[config.mk]
export PLATFORM = sky130hd
export DESIGN_NAME = kbd_input_port
export DESIGN_NICKNAME = d
export VERILOG_FILES = /design/src/rtl/kbd_port_pkg.sv /design/src/rtl/kbd_bus_decode.sv /design/src/rtl/kbd_char_holder.sv /design/src/rtl/kbd_irq_ctrl.sv /design/src/rtl/kbd_input_port.sv
export SDC_FILE = /design/constraint.sdc
export NUM_CORES = 1
export LEC_CHECK = 0
export ABC_AREA = 1
export BUFFER_PORTS_ARGS = -buffer_cell sky130_fd_sc_hd__buf_2
export CAP_MARGIN = 10
export CORE_MARGIN = 3
export CORE_UTILIZATION = 40
export DETAILED_ROUTE_END_ITERATION = 8
export GPL_TIMING_DRIVEN = 1
export PLACE_DENSITY = 0.83
export SETUP_SLACK_MARGIN = 0.15
export SLEW_MARGIN = 40
export SYNTH_ARGS = -nofsm -noshare
export SYNTH_HDL_FRONTEND = slang
export SYNTH_SLANG_ARGS = --single-unit
[constraint.sdc]
create_clock -name clk -period 2.6 [get_ports clk]
set_clock_uncertainty 0.2 [all_clocks]
set_input_delay 0 -clock clk [delete_from_list [all_inputs] [get_ports clk]]
set_output_delay 0 -clock clk [all_outputs]
set_load 0.03 [all_outputs]
[src/rtl/kbd_port_pkg.sv]
package kbd_port_pkg;
    localparam int KP_WORD_W   = 16;
    localparam int KP_CHAR_W   = 8;
    localparam logic [15:0] KP_STATUS_ADDR = 16'hFE00;
    localparam logic [15:0] KP_DATA_ADDR   = 16'hFE02;
    localparam int KP_READY_BIT = 15;
    localparam int KP_IE_BIT    = 14;
endpackage

[src/rtl/kbd_bus_decode.sv]
module kbd_bus_decode
    import kbd_port_pkg::*;
#(
    parameter int ADDR_W = KP_WORD_W,
    parameter logic [ADDR_W-1:0] STATUS_ADDR = KP_STATUS_ADDR,
    parameter logic [ADDR_W-1:0] DATA_ADDR   = KP_DATA_ADDR
) (
    input  logic              sel_i,
    input  logic              we_i,
    input  logic [ADDR_W-1:0] addr_i,
    output logic              rd_status_o,
    output logic              rd_data_o,
    output logic              wr_status_o
);
    logic hit_status, hit_data;

    always_comb begin
        hit_status  = (addr_i == STATUS_ADDR);
        hit_data    = (addr_i == DATA_ADDR);
        rd_status_o = sel_i && !we_i && hit_status;
        rd_data_o   = sel_i && !we_i && hit_data;
        wr_status_o = sel_i &&  we_i && hit_status;
    end
endmodule

[src/rtl/kbd_char_holder.sv]
module kbd_char_holder
    import kbd_port_pkg::*;
#(
    parameter int CHAR_W = KP_CHAR_W
) (
    input  logic              clk,
    input  logic              rst_n,
    input  logic              key_valid_i,
    input  logic [CHAR_W-1:0] key_char_i,
    input  logic              take_i,
    output logic              ready_o,
    output logic [CHAR_W-1:0] char_o
);
    typedef struct packed {
        logic              ready;
        logic [CHAR_W-1:0] ch;
    } hold_t;

    hold_t st_d, st_q;
    logic  accept;

    always_comb begin
        st_d   = st_q;
        accept = key_valid_i && (!st_q.ready || take_i);
        if (accept) begin
            st_d.ready = 1'b1;
            st_d.ch    = key_char_i;
        end else if (take_i) begin
            st_d.ready = 1'b0;
        end
    end

    always_ff @(posedge clk) begin
        if (!rst_n) st_q <= '0;
        else        st_q <= st_d;
    end

    assign ready_o = st_q.ready;
    assign char_o  = st_q.ch;

    // an idle port captures an offered code
    a_r2_capture: assert property (@(posedge clk) disable iff (!rst_n)
        (key_valid_i && !ready_o) |=> (ready_o && char_o == $past(key_char_i)));

    // a full port drops arrivals and keeps its code
    a_r3_drop_when_full: assert property (@(posedge clk) disable iff (!rst_n)
        (ready_o && !take_i) |=> (ready_o && $stable(char_o)));

    // taking the code with no arrival frees the port
    a_r4_take_clears: assert property (@(posedge clk) disable iff (!rst_n)
        (take_i && !key_valid_i) |=> !ready_o);

    // take and arrival together keep the port full with the new code
    a_r7_take_and_arrive: assert property (@(posedge clk) disable iff (!rst_n)
        (take_i && key_valid_i) |=> (ready_o && char_o == $past(key_char_i)));
endmodule

[src/rtl/kbd_irq_ctrl.sv]
module kbd_irq_ctrl (
    input  logic clk,
    input  logic rst_n,
    input  logic ie_wr_i,
    input  logic ie_wbit_i,
    input  logic ready_i,
    output logic ie_o,
    output logic irq_o
);
    typedef struct packed {
        logic ie;
        logic irq;
    } ctl_t;

    ctl_t c_d, c_q;

    always_comb begin
        c_d     = c_q;
        c_d.irq = ready_i && c_q.ie;
        if (ie_wr_i) c_d.ie = ie_wbit_i;
    end

    always_ff @(posedge clk) begin
        if (!rst_n) c_q <= '0;
        else        c_q <= c_d;
    end

    assign ie_o  = c_q.ie;
    assign irq_o = c_q.irq;

    // request follows ready and enable one cycle later
    a_r6_irq_rises: assert property (@(posedge clk) disable iff (!rst_n)
        (ready_i && ie_o) |=> irq_o);
    a_r6_irq_falls: assert property (@(posedge clk) disable iff (!rst_n)
        (!ready_i || !ie_o) |=> !irq_o);

    // enable only moves on a status write
    a_r5_ie_holds: assert property (@(posedge clk) disable iff (!rst_n)
        !ie_wr_i |=> $stable(ie_o));
endmodule

[src/rtl/kbd_input_port.sv]
module kbd_input_port
    import kbd_port_pkg::*;
#(
    parameter int WORD_W = KP_WORD_W,
    parameter int CHAR_W = KP_CHAR_W,
    parameter logic [WORD_W-1:0] STATUS_ADDR = KP_STATUS_ADDR,
    parameter logic [WORD_W-1:0] DATA_ADDR   = KP_DATA_ADDR,
    parameter int READY_BIT = KP_READY_BIT,
    parameter int IE_BIT    = KP_IE_BIT
) (
    input  logic              clk,
    input  logic              rst_n,
    input  logic              bus_sel,
    input  logic              bus_we,
    input  logic [WORD_W-1:0] bus_addr,
    input  logic [WORD_W-1:0] bus_wdata,
    output logic [WORD_W-1:0] bus_rdata,
    input  logic              key_valid,
    input  logic [CHAR_W-1:0] key_char,
    output logic              irq_o
);
    logic              rd_status, rd_data, wr_status;
    logic              ready, ie;
    logic [CHAR_W-1:0] held;

    kbd_bus_decode #(
        .ADDR_W(WORD_W), .STATUS_ADDR(STATUS_ADDR), .DATA_ADDR(DATA_ADDR)
    ) u_decode (
        .sel_i(bus_sel), .we_i(bus_we), .addr_i(bus_addr),
        .rd_status_o(rd_status), .rd_data_o(rd_data), .wr_status_o(wr_status)
    );

    kbd_char_holder #(.CHAR_W(CHAR_W)) u_holder (
        .clk(clk), .rst_n(rst_n),
        .key_valid_i(key_valid), .key_char_i(key_char),
        .take_i(rd_data), .ready_o(ready), .char_o(held)
    );

    kbd_irq_ctrl u_irq (
        .clk(clk), .rst_n(rst_n),
        .ie_wr_i(wr_status), .ie_wbit_i(bus_wdata[IE_BIT]),
        .ready_i(ready), .ie_o(ie), .irq_o(irq_o)
    );

    always_comb begin
        bus_rdata = '0;
        if (rd_status) begin
            bus_rdata[READY_BIT] = ready;
            bus_rdata[IE_BIT]    = ie;
        end else if (rd_data) begin
            bus_rdata[CHAR_W-1:0] = held;
        end
    end

    // upper byte of the character word is always zero
    a_r1_upper_zero: assert property (@(posedge clk) disable iff (!rst_n)
        rd_data |-> (bus_rdata[WORD_W-1:CHAR_W] == '0));

    // non-read cycles drive zero
    a_r1_idle_zero: assert property (@(posedge clk) disable iff (!rst_n)
        (!bus_sel || bus_we) |-> (bus_rdata == '0));
endmodule

=== After elaboration in Yosys (flattened, before gate mapping) ===
Cells that the tools add are included.

* Register bits after elaboration: 11
* Output and inout port bits: 17
* Word-level logic and storage cells: 22

* Reduce and logical (&&, ||, !) cells: 11
* Eq/ne operators: 2
* Multiplexer cells: 5

{| class="wikitable"
|+ Operators by type and width
! cell !! count
|-
| $eq A16 B16 Y1 const B || 2
|-
| $mux W8 || 2
|-
| $logic_and A1 B1 Y1 || 7
|-
| $logic_not A1 Y1 || 2
|-
| $mux W1 || 2
|-
| $mux W2 || 1
|-
| $reduce_bool A2 Y1 || 1
|-
| $logic_or A1 B1 Y1 || 1
|}

=== Depth between registers and ports, before layout ===
* Depth after elaboration: 6
* Depth in mapped cells: 10
* Depth with buffers taken out: 9

=== By module ===
Synthesis repeated with hierarchy kept, for this count alone.

* Cell total of the unflattened synthesis: 128
* Area total of the unflattened synthesis: 758.2 µm²

{| class="wikitable"
|+ Modules (own cells, without submodules)
! module !! cells an instance !! area an instance (µm²) !! times used !! sequential area each (µm²)
|-
| kbd_char_holder || 57 || 422.9 || 1 || 180.2
|-
| kbd_bus_decode || 34 || 133.9 || 1 || 0.0
|-
| kbd_input_port || 29 || 133.9 || 1 || 0.0
|-
| kbd_irq_ctrl || 8 || 67.6 || 1 || 40.0
|}

=== Worst setup path before layout ===
Ideal clock, no wire load.

* Kind: input to register
* Start point: input bus_addr[3]
* End point: register u_holder.st_q (netlist bit u_holder.char_o[7])
* Slack: 1.475 ns
* Cell stages on the path: 9
* Arrival time: 0.810 ns
* Path buffers: 1
* Path through: nor2_1 nand2_2 nor2_4 nand3_4 nand2_4 buf_8 nand3_1 nand2_1 nor2_1

* Cells in the longest elaborated chain, start to end: 4

{| class="wikitable"
|+ Ends and longest elaborated chain
! element !! line !! text
|-
| start, declared || kbd_input_port.sv:15 || <nowiki>input logic [WORD_W-1:0] bus_addr,</nowiki>
|-
| $eq A16 B16 Y1 || kbd_bus_decode.sv:19 || <nowiki>hit_data = (addr_i == DATA_ADDR);</nowiki>
|-
| $logic_and A1 B1 Y1 || kbd_bus_decode.sv:21 || <nowiki>rd_data_o = sel_i && !we_i && hit_data;</nowiki>
|-
| $logic_or A1 B1 Y1 || kbd_char_holder.sv:24 || <nowiki>accept = key_valid_i && (!st_q.ready || take_i);</nowiki>
|-
| $logic_and A1 B1 Y1 || kbd_char_holder.sv:24 ||
|-
| end signal, assigned || kbd_char_holder.sv:35 || <nowiki>else st_q <= st_d;</nowiki>
|-
| end, declared || kbd_char_holder.sv:19 || <nowiki>hold_t st_d, st_q;</nowiki>
|}

Every way passes these cells.
A chain may end at the register's enable or synchronous reset.

=== Worst setup path after layout ===
* Start point: input key_valid
* End point: register u_holder.st_q (netlist bit u_holder.char_o[1])

* Cells in the longest elaborated chain, start to end: 1

{| class="wikitable"
|+ Ends and longest elaborated chain
! element !! line !! text
|-
| start, declared || kbd_input_port.sv:18 || <nowiki>input logic key_valid,</nowiki>
|-
| $logic_and A1 B1 Y1 || kbd_char_holder.sv:24 ||
|}

Every way passes these cells.

==> out/metrics.cfg <==
[status]
status=completed

[synthesis]
ys_seq_elements=11
synth_area_leaders=dfxtp_1, inv_1, nor2_1
synthCells=115
ys_warn_count=0
syn_area_um2=718
synth.distinct_cells=19
synth_flop_cell=dfxtp_1
synthMuxAreaShare_pct=0
synth-xor-area-share_pct=0
synth_edf_count=0
netlist_top_cells_count=inv_1, nor2_1, nand2_1
seq_area_frac_synth_pct=30.7
synth_compound_area_share_pct=6.97
avgSynthCellArea_um2=6.25
yosysTopAreaCellShare_pct=30.7
synthSimpleGateAreaFrac_pct=38.2
synthAdderAreaFrac_pct=0
synth_top_family_by_area=simple AND/OR/NAND/NOR gates
synthArstFlopShare_pct=0
synth_most_common_cell=inv_1
synth_top_area_cell=dfxtp_1

[clocking]
clk_pin_slew_ns=0.08
cts_tree=done
cts_resized=0
post_cts_buffers=0
clock-sinks=11
numCtsBuffers=3
htree_levels=1
cts.path.max_buffers=2
cts_root_buf=clkbuf_4
clock_latency_ns=0.26
postCtsHoldBufs=27

[setup_path]
worstPathRequired_ns=2.56
r2r_cells=6
r2r_setup_slack_ns=0.42
r2r-start=u_holder.ready_o$_SDFFE_PN0P_
cp-start-kind=primary input
arrival_ns=2.17
reg2reg_to=u_holder.char_o[6]$_SDFFE_PN0P_
crit_type=in -> reg
end_kind=flip-flop
crit_fanout=17

[power]
p_leak_nw=0.644
p_per_area_nw_per_um2=361
ir_drop_mv=0.213

[global_route]
antenna_found_initial=0
grt_pass1_vias=938
grt.overflow.total=0
grt_max_degree=18
grt_pass1_wl_um=4040
grtUsageTotal_pct=21.7

[timing]
setup_violations=0
rsz0062_at_grt=false
maxSlewViolCount=0
timing.setup.tns_ns=0
hold_viol=0
hold_slack_ns=0.282
finalCriticalPeriod_ns=2.22
fmax_mhz=451
post-route-period-util_pct=85.3

[min_path]
hp-class=in -> reg
hold_path_startpoint=bus_addr[2]
min_path_cells=7
worstHoldEndpoint=u_holder.ready_o$_SDFFE_PN0P_

[floorplan]
die_area_um2=2340
die_w_um=48.4
rows=14
fp.coreArea_um2=1590
die_h_um=48.4
io_pins=62
start_util_pct=45.1

[cells_and_area]
antenna_cells=0
fill_cells=108
multi_input_area_um2=347
final_area_um2=1190
final_cells=205
drive_gt1_share_pct=27.1
area_delta_synth_final_pct=65.9
final_net_count=227
fin_util_pct=74.7
regArea_um2=220

[flow_run]
maxCapViolCount=0

[routing]
drt_iter0_drc=23
drtAntennaViolNets=0
viasPerCell=4.54
dr.pass1.iters=6
post-route-drc-count=0
wl_um=2470
drt-wirelength-per-cell_um=12.0
vias=931

[placement]
port_buffers=40
dp.cells=174
placed_area_um2=895
dp_hpwl_um=1300
gp_congestion=0.775

## per-stage QoR
step	setup WS, ns	total power [mW]
final	0.382	0.430
after global routing	0.297	0.450
after CTS	0.463	0.419
after global placement	1.32	0.264
after detailed placement	1.27	0.267
after floorplan	1.47	0.250
## routing by layer
| layer | wire (um) | track usage, % | up-vias |
|---|---|---|---|
| li1 | - | - | 465 |
| met1 | 926 | 22.4 | 418 |
| met2 | 1340 | 42.4 | 38 |
| met3 | 128 | 2.45 | 10 |
| met4 | 69 | 10.9 | 0 |
| met5 | 0 | 0 | - |
## final cells by class
cell class,instances,share of cell area (%)
Timing Repair Buffer,67,39.5
Multi-Input combinational cell,73,29.1
Sequential cell,11,18.5
Inverter,26,8.19
Tap cell,24,2.52
Clock buffer,4,2.21
## registers in the layout, summed over array words and instances, names as in the netlist
register	flops
u_irq.irq_o	1
u_irq.ie_o	1
u_holder.ready_o	1
u_holder.char_o	8
## worst max-delay path by stage
stage                                       to  slack [ns]   startpoint
2_1_floorplan  u_holder.char_o[7]$_SDFFE_PN0P_        1.47  bus_addr[3]
3_3_place_gp   u_holder.char_o[1]$_SDFFE_PN0P_        1.32  bus_addr[3]
3_5_place_dp   u_holder.char_o[3]$_SDFFE_PN0P_        1.27  bus_addr[7]
4_1_cts        u_holder.char_o[5]$_SDFFE_PN0P_        0.46    key_valid
5_1_grt        u_holder.char_o[6]$_SDFFE_PN0P_        0.30  bus_addr[7]
6_report       u_holder.char_o[1]$_SDFFE_PN0P_        0.38    key_valid
## critical path, cell delays in order
cell and delay (ns):
dlygate4sd3_1 0.52, buf_2 0.29, nand3_1 0.11, dlygate4sd3_1 0.58, nand2_1 0.08, nor2_1 0.05, dlygate4sd3_1 0.55
## where the power goes
group	total [mW]	internal (mW)	switching, mW
combinational	0.120	0.0609	0.0589
sequential	0.186	0.179	0.00632
clock	0.125	0.0593	0.0655
total	0.430	0.299	0.131
## placed cells by master (no fill, tap or decap)
cell,netlist,routed
buf_2,1,40
dlygate4sd3_1,0,27
inv_1,26,26
nor2_1,24,24
nand2_1,15,15
dfxtp_1,11,11
a21oi_1,9,9
nand3_1,8,8
conb_1,1,6
nand4_1,3,3
clkbuf_4,0,3
nor2_4,2,2
nor2_2,1,1
nand2_2,1,1
nand3_4,1,1
nand2_4,1,1
nor3_1,1,1
o21ai_0,1,1
clkbuf_1,2,1
## cells by family after synthesis
logic type / after synthesis
flops: 11
simple gates: 57
buf+inv: 36
other cells: 1
compound gates: 10
(Power assumes the default switching activity.)
